## config.mk

```make
export PLATFORM = sky130hd
export DESIGN_NAME = irq_ctl_top
export DESIGN_NICKNAME = d
export VERILOG_FILES = /design/src/rtl/irq_ctl_pkg.sv /design/src/rtl/irq_ctl_decode.sv /design/src/rtl/irq_ctl_status.sv /design/src/rtl/irq_ctl_rstgen.sv /design/src/rtl/irq_ctl_top.sv
export SDC_FILE = /design/constraint.sdc
export NUM_CORES = 1
export LEC_CHECK = 0
export ABC_AREA = 1
export CAP_MARGIN = 20
export CORE_ASPECT_RATIO = 0.9
export CORE_MARGIN = 3
export CORE_UTILIZATION = 37
export CTS_CLUSTER_DIAMETER = 60
export DETAILED_ROUTE_END_ITERATION = 10
export HOLD_SLACK_MARGIN = 0.1
export PLACE_DENSITY = 0.83
export SETUP_SLACK_MARGIN = 0.5
export SYNTH_ARGS = -nofsm -noshare
export SYNTH_HDL_FRONTEND = slang
export SYNTH_SLANG_ARGS = --single-unit
```

## constraint.sdc

```tcl
create_clock -name clk -period 1.2 [get_ports clk]
set_input_delay 0.24 -clock clk [delete_from_list [all_inputs] [get_ports clk]]
set_output_delay 0.24 -clock clk [all_outputs]
set_load 0.02 [all_outputs]
```

## src/rtl/irq_ctl_pkg.sv

```systemverilog
package irq_ctl_pkg;
  localparam int unsigned OFS_GIE  = 32'h1C;
  localparam int unsigned OFS_STAT = 32'h20;
  localparam int unsigned OFS_EN   = 32'h28;
  localparam int unsigned OFS_RST  = 32'h40;
  localparam int unsigned RST_KEY  = 32'h0000000A;

  typedef enum logic [1:0] {
    SEL_NONE = 2'd0,
    SEL_STAT = 2'd1,
    SEL_EN   = 2'd2,
    SEL_GIE  = 2'd3
  } rd_sel_e;
endpackage

```

## src/rtl/irq_ctl_decode.sv

```systemverilog
module irq_ctl_decode
  import irq_ctl_pkg::*;
#(
  parameter int ADDR_W = 8
) (
  input  logic [ADDR_W-1:0] addr,
  input  logic              we,
  output logic              wr_stat,
  output logic              wr_en,
  output logic              wr_gie,
  output logic              wr_rst,
  output rd_sel_e           rd_sel
);
  logic hit_stat, hit_en, hit_gie, hit_rst;

  always_comb begin
    hit_stat = (addr == ADDR_W'(OFS_STAT));
    hit_en   = (addr == ADDR_W'(OFS_EN));
    hit_gie  = (addr == ADDR_W'(OFS_GIE));
    hit_rst  = (addr == ADDR_W'(OFS_RST));
    wr_stat  = we & hit_stat;
    wr_en    = we & hit_en;
    wr_gie   = we & hit_gie;
    wr_rst   = we & hit_rst;
    if (hit_stat)     rd_sel = SEL_STAT;
    else if (hit_en)  rd_sel = SEL_EN;
    else if (hit_gie) rd_sel = SEL_GIE;
    else              rd_sel = SEL_NONE;
  end
endmodule

```

## src/rtl/irq_ctl_status.sv

```systemverilog
module irq_ctl_status #(
  parameter int NUM_EVT = 8
) (
  input  logic               clk,
  input  logic               rst_n,
  input  logic               clr_all,
  input  logic [NUM_EVT-1:0] evt,
  input  logic               wr,
  input  logic [NUM_EVT-1:0] tog,
  output logic [NUM_EVT-1:0] stat_q
);
  logic [NUM_EVT-1:0] stat_nxt;
  logic [NUM_EVT-1:0] stat_ld;

  for (genvar i = 0; i < NUM_EVT; i++) begin : g_bit
    always_comb begin
      stat_ld[i] = clr_all | evt[i] | (wr & tog[i]);
      if (clr_all)              stat_nxt[i] = 1'b0;
      else if (evt[i])          stat_nxt[i] = 1'b1;
      else if (wr && tog[i])    stat_nxt[i] = ~stat_q[i];
      else                      stat_nxt[i] = stat_q[i];
    end

    always_ff @(posedge clk or negedge rst_n) begin
      if (!rst_n)          stat_q[i] <= 1'b0;
      else if (stat_ld[i]) stat_q[i] <= stat_nxt[i];
    end
  end

  // events are never lost unless a key clear happens in the same cycle
  assert_evt_sets_R2: assert property (@(posedge clk) disable iff (!rst_n)
    !clr_all |=> ((stat_q & $past(evt)) == $past(evt)));

  // an inverting write with no event flips exactly the written-one bits
  assert_toggle_R3: assert property (@(posedge clk) disable iff (!rst_n)
    (wr && !clr_all && evt == '0) |=> (stat_q == ($past(stat_q) ^ $past(tog))));
endmodule

```

## src/rtl/irq_ctl_rstgen.sv

```systemverilog
module irq_ctl_rstgen
  import irq_ctl_pkg::*;
#(
  parameter int DATA_W = 32
) (
  input  logic              clk,
  input  logic              rst_n,
  input  logic              wr_rst,
  input  logic [DATA_W-1:0] wdata,
  output logic              clr_all,
  output logic              pulse_q
);
  logic pulse_nxt;

  always_comb begin
    clr_all   = wr_rst & (wdata == DATA_W'(RST_KEY));
    pulse_nxt = clr_all;
  end

  always_ff @(posedge clk or negedge rst_n) begin
    if (!rst_n) pulse_q <= 1'b0;
    else        pulse_q <= pulse_nxt;
  end

  assert_nonkey_quiet_R9: assert property (@(posedge clk) disable iff (!rst_n)
    (wr_rst && wdata != DATA_W'(RST_KEY)) |=> !pulse_q);
endmodule

```

## src/rtl/irq_ctl_top.sv

```systemverilog
module irq_ctl_top
  import irq_ctl_pkg::*;
#(
  parameter int NUM_EVT = 8,
  parameter int ADDR_W  = 8,
  parameter int DATA_W  = 32
) (
  input  logic               clk,
  input  logic               rst_n,
  input  logic [NUM_EVT-1:0] evt_i,
  input  logic [ADDR_W-1:0]  reg_addr,
  input  logic               reg_we,
  input  logic [DATA_W-1:0]  reg_wdata,
  output logic [DATA_W-1:0]  reg_rdata,
  output logic               irq_o,
  output logic               soft_rst_o
);
  localparam int GIE_BIT = DATA_W - 1;
  localparam int PAD_W   = DATA_W - NUM_EVT;

  // reset: asserted asynchronously, released on a clock edge
  logic rst_s1, rst_s2;
  always_ff @(posedge clk or negedge rst_n) begin
    if (!rst_n) begin
      rst_s1 <= 1'b0;
      rst_s2 <= 1'b0;
    end else begin
      rst_s1 <= 1'b1;
      rst_s2 <= rst_s1;
    end
  end

  logic    wr_stat, wr_en, wr_gie, wr_rst;
  rd_sel_e rd_sel;
  logic    clr_all;
  logic [NUM_EVT-1:0] stat_q;

  irq_ctl_decode #(.ADDR_W(ADDR_W)) u_dec (
    .addr    (reg_addr),
    .we      (reg_we),
    .wr_stat (wr_stat),
    .wr_en   (wr_en),
    .wr_gie  (wr_gie),
    .wr_rst  (wr_rst),
    .rd_sel  (rd_sel)
  );

  irq_ctl_rstgen #(.DATA_W(DATA_W)) u_rst (
    .clk     (clk),
    .rst_n   (rst_s2),
    .wr_rst  (wr_rst),
    .wdata   (reg_wdata),
    .clr_all (clr_all),
    .pulse_q (soft_rst_o)
  );

  irq_ctl_status #(.NUM_EVT(NUM_EVT)) u_stat (
    .clk     (clk),
    .rst_n   (rst_s2),
    .clr_all (clr_all),
    .evt     (evt_i),
    .wr      (wr_stat),
    .tog     (reg_wdata[NUM_EVT-1:0]),
    .stat_q  (stat_q)
  );

  // enable mask and global gate
  logic [NUM_EVT-1:0] en_q, en_nxt;
  logic               en_ld;
  logic               gie_q, gie_nxt, gie_ld;
  logic               irq_q, irq_nxt;

  always_comb begin
    en_ld   = clr_all | wr_en;
    en_nxt  = clr_all ? '0 : reg_wdata[NUM_EVT-1:0];
    gie_ld  = clr_all | wr_gie;
    gie_nxt = clr_all ? 1'b0 : reg_wdata[GIE_BIT];
    irq_nxt = !clr_all && gie_q && |(stat_q & en_q);
  end

  always_ff @(posedge clk or negedge rst_s2) begin
    if (!rst_s2) begin
      en_q  <= '0;
      gie_q <= 1'b0;
      irq_q <= 1'b0;
    end else begin
      if (en_ld)  en_q  <= en_nxt;
      if (gie_ld) gie_q <= gie_nxt;
      irq_q <= irq_nxt;
    end
  end

  assign irq_o = irq_q;

  always_comb begin
    unique case (rd_sel)
      SEL_STAT: reg_rdata = {{PAD_W{1'b0}}, stat_q};
      SEL_EN:   reg_rdata = {{PAD_W{1'b0}}, en_q};
      SEL_GIE:  reg_rdata = {gie_q, {(DATA_W-1){1'b0}}};
      default:  reg_rdata = '0;
    endcase
  end

  assert_gate_off_R7: assert property (@(posedge clk) disable iff (!rst_s2)
    !gie_q |=> !irq_o);

  assert_mask_off_R7: assert property (@(posedge clk) disable iff (!rst_s2)
    ((stat_q & en_q) == '0) |=> !irq_o);

  assert_key_clears_R8: assert property (@(posedge clk) disable iff (!rst_s2)
    soft_rst_o |-> (stat_q == '0 && en_q == '0 && !gie_q && !irq_o));
endmodule

```

==> flow_summary.ini, run 1 <==
[outcome]
status = finished with violations
violations = negative setup slack

[cells_and_area]
final_core_util_pct = 81.29
post_route_cells_drive_above_1_share_pct = 48.52
layout.nets = 458
fillers = 242
antenna-diode-count = 0
area_growth_pct = 102.0

[setup_path]
crit_type = input port to primary output
cp-start-kind = input port
crit_family = buffers and inverters
critPathLaunch = reg_addr[7]
r2r-end = irq_o$_DFF_PN0_
r2r_start = u_stat.stat_q[4]$_DFFE_PN0P_
worstPathMaxFanout = 6
crit_buf_inv = 4
cp.required_ns = 0.96
path_common_cell = nor2_4
crit_chain = buf_2 -> nor2_4 -> nand2_4 -> nor2_4 -> buf_12 -> clkinvlp_4 -> o22ai_4 -> buf_6
endpoint_kind = primary output
crit_slowest_cell = nor2_4
r2r_cells = 7
cp_num_cells = 8
crit_end = reg_rdata[1]
reg2reg_slack_ns = 0.10
slowest_delay_ns = 0.18
worst_ep_arrival_time_ns = 1.29

[floorplan]
initial_core_util_pct = 40.24
die-area_mm2 = 0.005527
fp.dieH_um = 70.83
fp.dieW_um = 78.04
std_cell_rows = 22
io_pins = 85
fp.coreArea_mm2 = 0.004294

[pwr]
seqPwrFrac_pct = 38.5
p_leak_uw = 0.001849
pwr-share-clk_pct = 25.8
combPwrFrac_pct = 35.7
switching_share_pct = 33.02
power.density_mw_per_mm2 = 560.7
ir_worst_vdd_uv = 560.8
p_int_uw = 1311
power_uw = 1957
switching_power_uw = 646.3

[synthesis]
yosys_warnings = 0
ys_ff_latch = 21
yosys.area_share.adder_pct = 0
synth_simple_gate_area_share_pct = 37.94
synthMuxAreaShare_pct = 0
ys_types = 25
synth-xor-area-share_pct = 0
syn_avg_cell_area_um2 = 6.376
synth_area_mm2 = 0.001728
ys_seq_area_share_pct = 30.41
synth_top_family_by_area = simple AND/OR/NAND/NOR gates
netlist_instances = 271
synth_compound_area_share_pct = 6.517

[route]
drt_iter0_markers = 113
ant_nets = 0
drc = 0
post_drt_wl_per_cell_um = 16.68
wirelength_um = 7775
vias_per_cell = 5.017
via_count = 2338
first_pass_iters = 4

[sta]
hold_viol = 0
skew_ns = 0.003355
finalSetupViolCount = 26
rsz0062_at_grt = true
period_share_pct = 127.8
clock.fmax_mhz = 651.9
slew_violations = 0
setup_ws_ns = -0.3340
timing.final.crit_period_ns = 1.534

[clock_network]
clk_path_buf_depth = 2
cts_tree = done
clock_latency_ns = 0.27
h-tree-depth = 1
cts_sinks = 21
cts-root-buf = clkbuf_8
cts_buffers = 3
holdBufCountCts = 0
clk_pin_slew_ns = 0.08

[placed_design]
dp_hpwl_um = 3894
gp_congestion = 0.7942
portBuffers = 61

[grt]
antenna_found_initial = 0
grt_max_degree = 20
grt_usage_pct = 25.57
grt_pass1_wl_um = 11200
grt_overflow_total = 0
grt_pass1_vias = 2428

[flow_run]
maxCapViolations = 0

[worst_hold_path]
hold_class = input port to async pin
## worst register-to-register path: cells and delay by family, from the launching register on
| family | cells | cell delay [ns] |
|---|---|---|
| AOI/OAI and AO/OA | 1 | 0.04 |
| buffers and inverters | 1 | 0.12 |
| DFF | 1 | 0.40 |
| and+or+nand+nor | 5 | 0.44 |
## worst min-delay path by stage
stage                                              end  slack, ns  depth (start not counted)
final                                 rst_s1$_DFF_PN0_       0.11                          1
after global routing                  rst_s1$_DFF_PN0_       0.12                          1
after CTS                             rst_s1$_DFF_PN0_       0.12                          1
after detailed placement  u_stat.stat_q[5]$_DFFE_PN0P_       0.21                          1
after global placement    u_stat.stat_q[5]$_DFFE_PN0P_       0.20                          1
after floorplan                       rst_s1$_DFF_PN0_      -0.06                          0
## cells in the mapped netlist
cell      instances  area [µm²]
a21oi_1           3       15.01
o22ai_1           2       12.51
o21ai_2           4       35.03
nand2_1          65       244.0
nand3_1          26       130.1
nand2_2           3       18.77
nor3_1            5       25.02
nand4_1          13       81.33
or2_0             1       6.260
buf_2             2       10.01
nor2_4            1       11.26
o21ai_1           7       35.03
buf_6             3       33.78
and2_1            1       6.260
buf_4            23       172.7
inv_2             2       7.510
o21ai_0           3       15.01
inv_1            53       198.9
and2_0            1       6.260
conb_1            2       7.510
nor2_2            6       37.54
clkbuf_1          1       3.750
dfrtp_1          21       525.5
nor2_1           22       82.58
and3_1            1       6.260
## repair_timing
action	4_1_cts	5_1_grt
buffers inserted	30	4
pin swaps	53	25
setup endpoints to repair	30	30
gates resized for setup	247	47
cloned	5	0
## cell families (layout without fill, tap and decap cells)
| logic type | after synthesis | in the layout |
|---|---|---|
| AO/OA/AOI/OAI | 19 | 19 |
| buffers and inverters | 84 | 195 |
| flip-flops | 21 | 21 |
| other | 2 | 24 |
| AND/OR/NAND/NOR | 145 | 147 |
## layer usage
metal | share of wire [%] | up-vias | global-route usage (%) | wire (µm)
li1 | - | 1070 | - | -
met1 | 37 | 1114 | 27.04 | 2848
met2 | 54 | 117 | 48.57 | 4205
met3 | 4.9 | 37 | 4.962 | 384
met4 | 4.3 | 0 | 11.84 | 336
met5 | 0 | - | 0 | 0
## placed cells by master (no fill, tap or decap), types with 2 or more instances in the layout
master and n:
nand3_2 4, inv_12 2, o21ai_2 6, nor3_2 3, nand2_1 46, inv_2 9, buf_8 3, a21oi_2 2
nand2_2 18, inv_4 5, nor2_1 12, conb_1 24, clkbuf_2 2, nand4_1 13, nand2_4 4, nor2_4 13
nand3_1 21, o21ai_1 2, dlygate4sd2_1 17, nand2_8 2, nor2_2 4, inv_1 38, o21ai_4 6, buf_12 6
clkbuf_8 3, buf_4 42, o22ai_4 2, buf_2 8, buf_16 2, dfrtp_1 21, buf_6 44, clkdlybuf4s50_1 9
## per-stage QoR
step	hold WS [ns]	instance area (µm²)	TNS (ns)	cells	worst slack [ns]
final	0.1142	3491	-4.580	466	-0.3340
after global routing	0.1177	3491	-6.225	466	-0.3841
after CTS	0.1198	3341	-3.014	462	-0.3028
after detailed placement	0.2101	2736	-26.49	423	-1.327
after global placement	0.2047	2736	-25.19	423	-1.289
after floorplan	-0.05559	1973	-0.5576	293	-0.1064
## flip-flops by register name (all words and copies together) (netlist names)
register / count
u_stat.stat_q: 8
rst_s2: 1
irq_o: 1
rst_s1: 1
en_q: 8
u_rst.pulse_q: 1
gie_q: 1
## layout make-up
| cell class | count | area [µm²] | area share (%) |
|---|---|---|---|
| clock inverters | 1 | 5.005 | 0.1434 |
| repair buffers | 136 | 1374 | 39.35 |
| multi-input cells | 190 | 1222 | 35.02 |
| well taps | 60 | 75.07 | 2.151 |
| flip-flops and latches | 21 | 525.5 | 15.05 |
| inverters | 55 | 247.7 | 7.097 |
| clock buffers | 3 | 41.29 | 1.183 |
## power by group through the flow
stage / combinational, µW / sequential, µW / clock (µW)
6_report: 699 / 754 / 505
5_1_grt: 738 / 756 / 531
4_1_cts: 611 / 751 / 497
3_5_place_dp: 522 / 761 / 0
3_3_place_gp: 512 / 760 / 0
2_1_floorplan: 252 / 781 / 0
No activity file was read; power rests on OpenSTA's default activity.
==> run 2, diff against run 1 <==
--- a/config.mk
+++ b/config.mk
@@ -9,12 +9,14 @@
 export CAP_MARGIN = 20
 export CORE_ASPECT_RATIO = 0.9
 export CORE_MARGIN = 3
-export CORE_UTILIZATION = 37
+export CORE_UTILIZATION = 38
+export CTS_BUF_LIST = sky130_fd_sc_hd__clkbuf_4 sky130_fd_sc_hd__clkbuf_8
 export CTS_CLUSTER_DIAMETER = 60
 export DETAILED_ROUTE_END_ITERATION = 10
 export HOLD_SLACK_MARGIN = 0.1
-export PLACE_DENSITY = 0.83
+export PLACE_DENSITY = 0.85
 export SETUP_SLACK_MARGIN = 0.5
 export SYNTH_ARGS = -nofsm -noshare
 export SYNTH_HDL_FRONTEND = slang
 export SYNTH_SLANG_ARGS = --single-unit
+export TNS_END_PERCENT = 20
==> run 2 against run 1 <==
The run still ends with negative setup slack left. Cell count shrank 5.8%. Wire length shrank 31%. Power shrank 10%. Critical path depth shrank 1. Worst setup slack gained 0.12 ns. Hold slack gained 0.014 ns. Clock power shrank 5.3%. Die area shrank 2.4%. Cell area shrank 16%. Sequential cell count is the same. Register-to-register slack lost 0.11 ns. Critical endpoint is now reg_rdata[6].
==> flow_summary.ini, run 2 (synthesis results as in run 1) <==
[outcome]
status = finished with violations
violations = negative setup slack

[route]
post_drt_wl_per_cell_um = 12.15
wirelength_um = 5333
drc = 0
via_count = 2016
first_pass_iters = 4
drt_iter0_markers = 197
vias_per_cell = 4.592
ant_nets = 0

[cells_and_area]
top_regs = en_q (8), u_stat.stat_q (8)
fillers = 341
antenna-diode-count = 0
final_cell_area_mm2 = 0.002929
area_growth_pct = 69.51
layout_common_cells = 61 x nand2_1, 45 x buf_4, 42 x inv_1
post_route_cells_drive_above_1_share_pct = 33.25
layout_commonest_cell = nand2_1
final_core_util_pct = 69.10
layout.nets = 431

[placed_design]
placedInstanceArea_mm2 = 0.002744
gp_congestion = 0.8045
dp_hpwl_um = 4035
portBuffers = 61

[setup_path]
crit_buf_inv = 3
cp.required_ns = 0.96
endpoint_kind = primary output
slowest_delay_ns = 0.24
cp-start-kind = input port
crit_family = simple AND/OR/NAND/NOR gates
crit_slowest_cell = nor2_4
worstPathMaxFanout = 8
worst_ep_arrival_time_ns = 1.17
crit_type = input port to primary output
crit_chain = buf_6 -> nor2_4 -> nand2_4 -> nor2_4 -> inv_12 -> o22ai_4 -> buf_6

[clock_network]
cts_tree = done
cts-root-buf = clkbuf_8
h-tree-depth = 1
clock_latency_ns = 0.27
clk_pin_slew_ns = 0.07
clk_path_buf_depth = 2
cts_buffers = 3
cts_sinks = 21

[sta]
skew_ns = 0.006091
hold_viol = 0
slew_violations = 0
setup_ws_ns = -0.2140
finalSetupViolCount = 26
timing.final.crit_period_ns = 1.414
clock.fmax_mhz = 707.2
rsz0062_at_grt = true
period_share_pct = 117.8

[grt]
grt_pass1_vias = 2014
grtUsageMet1_pct = 22.84
met2_usage_pct = 36.56
antenna_found_initial = 0
grt_usage_pct = 19.96
grt_max_degree = 23
grt_pass1_wl_um = 8769
grtUsageMet3_pct = 3.737
grt_overflow_total = 0
grt_busiest_layer = met2

[pwr]
power.density_mw_per_mm2 = 601.4
ir_worst_vdd_uv = 617.7
p_leak_uw = 0.001617

[floorplan]
initial_core_util_pct = 40.76
fp.dieH_um = 69.97
die-area_mm2 = 0.005393
fp.coreArea_mm2 = 0.004239
io_pins = 85
std_cell_rows = 22
fp.dieW_um = 77.08

[worst_hold_path]
hold_class = input port to async pin

[flow_run]
maxCapViolations = 0
-- run 2: path summary, 6_finish.rpt --
kind / startpoint / end / slack (ns) / cells after the start
worst max-delay path: reg_addr[1] / reg_rdata[6] / -0.21 / 7
worst min-delay path: rst_n / rst_s2$_DFF_PN0_ / 0.13 / 1
worst max register to register: u_stat.stat_q[6]$_DFFE_PN0P_ / irq_o$_DFF_PN0_ / -0.01 / 7
worst min register to register: rst_s2$_DFF_PN0_ / u_rst.pulse_q$_DFF_PN0_ / 0.20 / 1
max in group asynchronous: rst_s2$_DFF_PN0_ / irq_o$_DFF_PN0_ / 0.80 / 1
min in group clk: rst_s1$_DFF_PN0_ / rst_s2$_DFF_PN0_ / 0.35 / 0
-- run 2: repair_timing --
action	4_1_cts	5_1_grt
setup buffers	4	2
pin swaps	38	8
cloned	1	0
gates resized for setup	172	9
hold buffers	0	0
endpoints found under the setup margin	30	30
-- run 2: cell type report --
cell class | count | area [µm²] | share of cell area (%)
Timing Repair Buffer | 110 | 968.4 | 33.06
Sequential cell | 21 | 525.5 | 17.94
Clock inverter | 1 | 5.005 | 0.1709
Inverter | 55 | 231.5 | 7.903
Multi-Input combinational cell | 189 | 1082 | 36.95
Clock buffer | 3 | 41.29 | 1.410
Tap cell | 60 | 75.07 | 2.563
-- run 2: metal layers --
metal  share of wire (%)  wire [µm]
met2                  54       2866
met1                  38       2022
met3                 6.5        346
met5                   0          0
met4                 1.8         98
-- run 2: report_power, final --
group	internal [µW]	switching [µW]
Sequential	734	13.9
Clock	232	246
Combinational	251	284
Total	1220	544
-- run 2: stage by stage --
step	TNS [ns]	hold slack, ns	std cells	worst slack, ns	total power (µW)
after floorplan	-0.5578	-0.05559	293	-0.1064	1027
after global placement	-24.53	0.1995	428	-1.246	1272
after detailed placement	-26.16	0.2065	428	-1.299	1284
after CTS	-1.961	0.1288	437	-0.2119	1758
after global routing	-4.395	0.1350	439	-0.2592	1849
final	-2.755	0.1282	439	-0.2140	1762
==> run 3, diff against run 2 <==
--- a/config.mk
+++ b/config.mk
@@ -6,6 +6,7 @@
 export NUM_CORES = 1
 export LEC_CHECK = 0
 export ABC_AREA = 1
+export ABC_CLOCK_PERIOD_IN_PS = 1200
 export CAP_MARGIN = 20
 export CORE_ASPECT_RATIO = 0.9
 export CORE_MARGIN = 3
==> results of run 3 <==
Final layout, timing and power as in run 2 (identical DEF).
